--- src/rtl/spi_mm_pkg.sv ---
`timescale 1ns/1ps
package spi_mm_pkg;
  localparam int NFIX        = 3;
  localparam int NSLOT       = 2;
  localparam int CS_PER_SLOT = 2;
  localparam int NTGT        = NFIX + NSLOT * CS_PER_SLOT;
  localparam int NIRQ        = NSLOT * 2;
  localparam int TGT_W       = $clog2(NTGT);
  localparam int CNT_W       = 5;
  localparam int DIV_W       = 16;
  localparam int BYTE_W      = 8;
  localparam logic [DIV_W-1:0] DIV_RST = DIV_W'(100);

  typedef enum logic [1:0] {ST_IDLE, ST_RUN, ST_TAIL} eng_st_t;

  // Largest byte count each target accepts in one select window
  function automatic logic [CNT_W-1:0] max_bytes(input logic [TGT_W-1:0] t);
    case (t)
      TGT_W'(0): return CNT_W'(21);
      TGT_W'(1): return CNT_W'(5);
      TGT_W'(2): return CNT_W'(4);
      default:   return CNT_W'(16);
    endcase
  endfunction

  function automatic logic is_option(input logic [TGT_W-1:0] t);
    return t >= TGT_W'(NFIX);
  endfunction

  function automatic logic cmd_ok(input logic [TGT_W-1:0] t, input logic [CNT_W-1:0] n);
    return (t < TGT_W'(NTGT)) && (n != '0) && (n <= max_bytes(t));
  endfunction
endpackage

--- src/rtl/spi_mm_cmd_gate.sv ---
`timescale 1ns/1ps
module spi_mm_cmd_gate
  import spi_mm_pkg::*;
(
  input  logic             clk,
  input  logic             rst_n,
  input  logic             cmd_valid,
  input  logic [TGT_W-1:0] cmd_tgt,
  input  logic [CNT_W-1:0] cmd_count,
  input  logic             busy,
  output logic             start,
  output logic             reject,
  output logic             start_opt,
  output logic             err_flag
);
  logic ok;
  assign ok        = cmd_ok(cmd_tgt, cmd_count);
  assign start     = cmd_valid && !busy && ok;
  assign reject    = cmd_valid && !busy && !ok;
  assign start_opt = is_option(cmd_tgt);

  always_ff @(posedge clk or negedge rst_n) begin
    if (!rst_n)      err_flag <= 1'b0;
    else if (reject) err_flag <= 1'b1;
    else if (start)  err_flag <= 1'b0;
  end
endmodule

--- src/rtl/spi_mm_irq_latch.sv ---
`timescale 1ns/1ps
module spi_mm_irq_latch #(
  parameter int N = 4
) (
  input  logic         clk,
  input  logic         rst_n,
  input  logic [N-1:0] irq_in,
  input  logic [N-1:0] irq_clr,
  output logic [N-1:0] irq_pend
);
  for (genvar i = 0; i < N; i++) begin : g_line
    logic s1, s2, pend;
    always_ff @(posedge clk or negedge rst_n) begin
      if (!rst_n) begin
        s1   <= 1'b0;
        s2   <= 1'b0;
        pend <= 1'b0;
      end else begin
        s1   <= irq_in[i];
        s2   <= s1;
        pend <= s2 | (pend & ~irq_clr[i]);
      end
    end
    assign irq_pend[i] = pend;
  end
endmodule

--- src/rtl/spi_mm_engine.sv ---
`timescale 1ns/1ps
module spi_mm_engine
  import spi_mm_pkg::*;
(
  input  logic              clk,
  input  logic              rst_n,
  input  logic              start,
  input  logic [TGT_W-1:0]  start_tgt,
  input  logic [CNT_W-1:0]  start_cnt,
  input  logic              start_opt,
  input  logic [DIV_W-1:0]  half,
  input  logic [BYTE_W-1:0] tx_byte,
  input  logic              miso,
  output logic              busy,
  output logic [TGT_W-1:0]  cur_tgt,
  output logic              cur_opt,
  output logic              sclk,
  output logic              mosi,
  output logic              tx_take,
  output logic              rx_valid,
  output logic [BYTE_W-1:0] rx_byte
);
  localparam logic [CNT_W-1:0] ONE_B = CNT_W'(1);
  localparam logic [2:0]       LAST  = 3'(BYTE_W - 1);

  eng_st_t           st;
  logic [DIV_W-1:0]  cnt;
  logic [BYTE_W-1:0] sh_tx, sh_rx;
  logic [2:0]        bit_i;
  logic [CNT_W-1:0]  left;
  logic              phase_end;

  assign phase_end = (cnt == half - DIV_W'(1));
  assign busy      = (st != ST_IDLE);
  assign mosi      = sh_tx[BYTE_W-1];

  always_ff @(posedge clk or negedge rst_n) begin
    if (!rst_n) begin
      st <= ST_IDLE; cnt <= '0; sclk <= 1'b0;
      sh_tx <= '0; sh_rx <= '0; bit_i <= '0; left <= '0;
      cur_tgt <= '0; cur_opt <= 1'b0;
      tx_take <= 1'b0; rx_valid <= 1'b0; rx_byte <= '0;
    end else begin
      tx_take  <= 1'b0;
      rx_valid <= 1'b0;
      case (st)
        ST_IDLE: if (start) begin
          st <= ST_RUN; cnt <= '0; sclk <= 1'b0;
          sh_tx <= tx_byte; bit_i <= '0; left <= start_cnt;
          cur_tgt <= start_tgt; cur_opt <= start_opt; tx_take <= 1'b1;
        end
        ST_RUN: if (phase_end) begin
          cnt <= '0;
          if (!sclk) begin
            sclk  <= 1'b1;
            sh_rx <= {sh_rx[BYTE_W-2:0], miso};
          end else begin
            sclk  <= 1'b0;
            bit_i <= bit_i + 3'd1;
            if (bit_i == LAST) begin
              rx_valid <= cur_opt;
              rx_byte  <= sh_rx;
              if (left == ONE_B) st <= ST_TAIL;
              else begin
                left    <= left - ONE_B;
                sh_tx   <= tx_byte;
                tx_take <= 1'b1;
              end
            end else begin
              sh_tx <= {sh_tx[BYTE_W-2:0], 1'b0};
            end
          end
        end else cnt <= cnt + DIV_W'(1);
        ST_TAIL: if (phase_end) begin
          st <= ST_IDLE; cnt <= '0;
        end else cnt <= cnt + DIV_W'(1);
        default: st <= ST_IDLE;
      endcase
    end
  end
endmodule

--- src/rtl/spi_multi_master.sv ---
`timescale 1ns/1ps
module spi_multi_master
  import spi_mm_pkg::*;
(
  input  logic              clk,
  input  logic              rst_n,
  input  logic              cmd_valid,
  input  logic [TGT_W-1:0]  cmd_tgt,
  input  logic [CNT_W-1:0]  cmd_count,
  input  logic [BYTE_W-1:0] tx_byte,
  output logic              tx_take,
  input  logic              div_we,
  input  logic [DIV_W-1:0]  div_val,
  output logic              busy,
  output logic              err_flag,
  output logic [NTGT-1:0]   cs_n,
  output logic              sclk,
  output logic              mosi,
  input  logic              miso,
  output logic              rx_valid,
  output logic [BYTE_W-1:0] rx_byte,
  input  logic [NIRQ-1:0]   irq_in,
  input  logic [NIRQ-1:0]   irq_clr,
  output logic [NIRQ-1:0]   irq_pend
);
  // Named internal events, visible to the bound checker
  logic             start_evt, reject_evt, start_opt, cur_opt;
  logic [TGT_W-1:0] cur_tgt;
  logic [DIV_W-1:0] half_q;

  always_ff @(posedge clk or negedge rst_n) begin
    if (!rst_n) half_q <= DIV_RST;
    else if (div_we && !busy && (div_val != '0)) half_q <= div_val;
  end

  spi_mm_cmd_gate u_gate (
    .clk(clk), .rst_n(rst_n), .cmd_valid(cmd_valid), .cmd_tgt(cmd_tgt),
    .cmd_count(cmd_count), .busy(busy), .start(start_evt), .reject(reject_evt),
    .start_opt(start_opt), .err_flag(err_flag)
  );

  spi_mm_engine u_eng (
    .clk(clk), .rst_n(rst_n), .start(start_evt), .start_tgt(cmd_tgt),
    .start_cnt(cmd_count), .start_opt(start_opt), .half(half_q),
    .tx_byte(tx_byte), .miso(miso), .busy(busy), .cur_tgt(cur_tgt),
    .cur_opt(cur_opt), .sclk(sclk), .mosi(mosi), .tx_take(tx_take),
    .rx_valid(rx_valid), .rx_byte(rx_byte)
  );

  for (genvar i = 0; i < NTGT; i++) begin : g_sel
    assign cs_n[i] = !(busy && (cur_tgt == TGT_W'(i)));
  end

  spi_mm_irq_latch #(.N(NIRQ)) u_irq (
    .clk(clk), .rst_n(rst_n), .irq_in(irq_in), .irq_clr(irq_clr), .irq_pend(irq_pend)
  );
endmodule

--- config.mk ---
export PLATFORM = sky130hd
export DESIGN_NAME = spi_multi_master
export DESIGN_NICKNAME = d
export VERILOG_FILES = /design/src/rtl/spi_mm_pkg.sv /design/src/rtl/spi_mm_cmd_gate.sv /design/src/rtl/spi_mm_irq_latch.sv /design/src/rtl/spi_mm_engine.sv /design/src/rtl/spi_multi_master.sv
export SDC_FILE = /design/constraint.sdc
export NUM_CORES = 1
export LEC_CHECK = 0
export BUFFER_PORTS_ARGS = -buffer_cell sky130_fd_sc_hd__buf_2
export CORE_MARGIN = 8
export CORE_UTILIZATION = 36
export DETAILED_ROUTE_END_ITERATION = 8
export RECOVER_POWER = 50
export SETUP_SLACK_MARGIN = 0.15
export SYNTH_ARGS = -nofsm -noshare
export SYNTH_HDL_FRONTEND = slang
export SYNTH_SLANG_ARGS = --single-unit
--- constraint.sdc ---
create_clock -name clk -period 3.24 [get_ports clk]
set_input_delay 0.162 -clock clk [delete_from_list [all_inputs] [get_ports clk]]
set_output_delay 0.162 -clock clk [all_outputs]
set_load 0.01 [all_outputs]
==> results by group <==
Placed design
  • I/O Buffers: a little under 70
  • Post-DP Area: roughly 5200 um^2
  • Hpwl dp: 7.94 mm
  • Routability congestion estimate: ~0.82

Final layout
  • Area delta synth->final: 21.6%
  • Cell area after layout: 5660 um^2
  • Layout cells sized above 1: 28.0%
  • Ant. Diodes: 0
  • Layout Nets: 587

Floorplanning
  • DIE WIDTH: 130 um
  • Initial Util: 36.9%
  • Die area: 16,800 um^2
  • Core area: 12,600 um^2
  • Ports: 70
  • Rows: 41
  • Die Span Y: 130 um

Worst setup path
  • Critical path startpoint category: register
  • Worst setup EP type: register
  • Critical Path RT: about 3500 ps
  • Crit Path Max Fanout: 8
  • WP data arrival: ~3200 ps
  • Crit path kind: reg2reg

Synthesis
  • Number of distinct library cells after synthesis: 60
  • Yosys top cell by area: dfrtp_1
  • Cells after Synth: 447
  • Syn_nets: 504
  • Mapped Area: 4650 um^2
  • Ys flop type: dfrtp_1
  • Register bit total from synthesis: 86
  • Seq/Total Area, Yosys: 46.3%
  • Post-synth top area share: 44.6%
  • Yosys Warn Count: 0
  • Syn Area/Cell: 10.4 um^2
  • Async set or reset register ratio after synthesis: 100%
  • EDFF count, synth: 0
  • Largest cells by area after synthesis: dfrtp_1, mux2_2, xor2_1

Global route
  • Total Routing Usage GR: between 10 and 15%
  • Initial antenna violation count: 0
  • Total grt overflow: 0
  • Vias in the first global route: 3,843
  • Pin count of the biggest net entering global routing: between 50 and 60
  • First-pass GRT wire length: between 15 and 20 mm

Routing
  • Routed wire length: 10.8 mm
  • Antenna Nets Post-Route: 0
  • DR iter-0 viols: just over 200
  • Via density: between 5 and 6
  • DRC viols: 0
  • 1st-pass router iterations: 4
  • DR vias: 3,608
  • Post-DR wirelength/cell: 15.3 um

Run status
  • Status: complete, no violations

Clock network
  • CTS tree: yes
  • Clk slew on worst S/H paths: 60 ps
  • Buffer depth of the longest clock path: 2
  • H-tree levels: 3
  • Clock latency on the worst-skew pair: 350 ps
  • TritonCTS buffer count: 9
  • Clk root buf: clkbuf_16
  • Sink Count: 86

Timing
  • Total negative slack: 0 ps
  • Minimum clock period: 2990 ps
  • Fmax: 0.334 GHz
  • Slew @ Worst Pin: ~1400 ps
  • Final Setup Violations: 0
  • Worst clock skew: 7.74 ps
  • Final count of hold timing violations: 0
  • Slew headroom: under 10%
  • Tcrit/Tclk final: between 90% and 100%
  • Unrepaired setup endpoints after global routing: yes
  • Final slew viol count: 0

Pwr
  • Peak supply drop: ~280 uV
  • Static Leak: 2.54 nW
  • Power per cell area: 679 nW/um^2

Flow run
  • Max-capacitance violation count: 0

Hold path
  • HP Class: in2reg
## layout make-up
| class | instances | area (um^2) |
|---|---|---|
| inverters | 26 | 97.6 |
| clock inverters | 7 | 81.3 |
| flip-flops and latches | 86 | 2160 |
| repair buffers | 91 | 503 |
| fillers | 1243 | 6960 |
| multi-input cells | 316 | 2380 |
| clock buffers | 9 | 225 |
| well taps | 172 | 215 |
## power by group
part           internal, mW  switching, mW  total (mW)
logic                 0.571          0.652        1.22
registers              1.31          0.251        1.56
clock network         0.609          0.456        1.07
total                  2.49           1.36        3.84
## per-layer routing
metal  vias to the layer above  share of wire [%]  wire [um]  track usage [%]
li1                       1762                  -          -                -
met1                      1777                 46       4940             16.7
met2                        58                 48       5210             22.5
met3                        11                4.8        524             4.20
met4                         0                1.5        162             5.53
met5                         -                  0          0                0
## registers in the layout (all words and copies together), names as in the netlist, 2 cells and up
register	flops
u_irq.g_line.s1	4
u_irq.g_line.pend	4
u_eng.bit_i	3
u_irq.g_line.s2	4
u_eng.st	2
u_eng.cur_tgt	3
u_eng.sh_tx	8
u_eng.rx_byte	8
u_eng.left	5
u_eng.sh_rx	8
half_q	16
u_eng.cnt	16
## synth_stat cells, drive strengths merged (3+ instances only)
master  count
clkbuf      9
nor2b       9
ha         12
nand2b      6
xor2       19
a21oi       8
o22ai       4
a221o       3
nor2       34
dfstp       3
buf        10
xnor2      14
and3        5
nor4        9
nand4      13
a31oi       9
or3         3
o21ai      17
nand3      13
dfrtp      83
a21o        9
mux2       43
o211ai      3
and2        3
nand2      34
nor3        7
a22o        4
inv        25
## final timing paths
| kind | from | end | slack (ps) | cells past startpoint |
|---|---|---|---|---|
| worst min-delay path | div_val[3] | half_q[3] | 40 | 3 |
| min in group asynchronous | rst_n | u_irq.g_line[1].s2 | 660 | 2 |
| worst min register to register | u_irq.g_line[2].s1 | u_irq.g_line[2].s2 | 350 | 0 |
| max in group asynchronous | rst_n | u_eng.sh_tx[5] | 1050 | 3 |
| worst max register to register | half_q[4] | u_eng.sh_rx[3] | 250 | 8 |
| worst max-delay path | half_q[4] | u_eng.sh_rx[3] | 250 | 8 |
## layout by cell type, fill, tap and decap left out, types with 6 or more instances in the layout
cell type	Yosys	layout
xor2_1	19	19
mux2_2	43	43
nor4_1	6	6
dfrtp_1	83	80
clkbuf_16	0	9
nor2_1	34	33
nand3_1	13	12
buf_2	2	52
a31oi_1	9	9
clkbuf_1	9	18
nand2_1	34	34
ha_1	12	11
buf_4	5	13
a21oi_1	7	7
nor3_1	7	6
a21o_1	9	9
nand2b_1	6	6
o21ai_0	17	17
inv_1	25	25
nor2b_1	9	8
xnor2_1	14	14
nand4_1	12	12
## metrics by stage
step | util (%) | instances | setup slack, ps | hold WS, ps | total power, mW
floorplan | - | 447 | 477 | -134 | 2.35
global placement | 41.4 | 682 | 217 | 260 | 2.67
detailed placement | 41.4 | 682 | 95.6 | 265 | 2.72
CTS | 44.3 | 703 | 156 | 28.1 | 3.82
global route | 44.8 | 707 | 142 | 46.6 | 4.10
finish | 44.8 | 707 | 250 | 37.3 | 3.84
## timing repair
item                                   4_1_cts  5_1_grt
buffers inserted                             0        4
setup endpoints to repair                   19       47
resized for setup                            2       17
pin swaps                                    1        4
hold buffers                                 5        0
endpoints found under the hold margin       55        0
## cells by family (layout without fill, tap and decap cells)
kind of cell,after synthesis,after routing,synth area share (%)
AOI/OAI and AO/OA,76,76,11.6
xor gates and xnor gates,33,33,6.21
adders and majority gates,12,12,3.23
buffers and inverters,45,133,4.09
DFF,86,86,46.3
muxes,45,45,10.8
and+or+nand+nor,150,150,17.7
## worst max-delay path, cell delays in order (launching register included)
cell      delay (ps)
dfrtp_2          470
or4_4            580
a2111o_1         410
nand3_1          100
o21ai_0          100
or3_4            410
nor4_4           290
buf_6            170
mux2_2           340
Note: power is estimated with default switching activity, not from simulation.
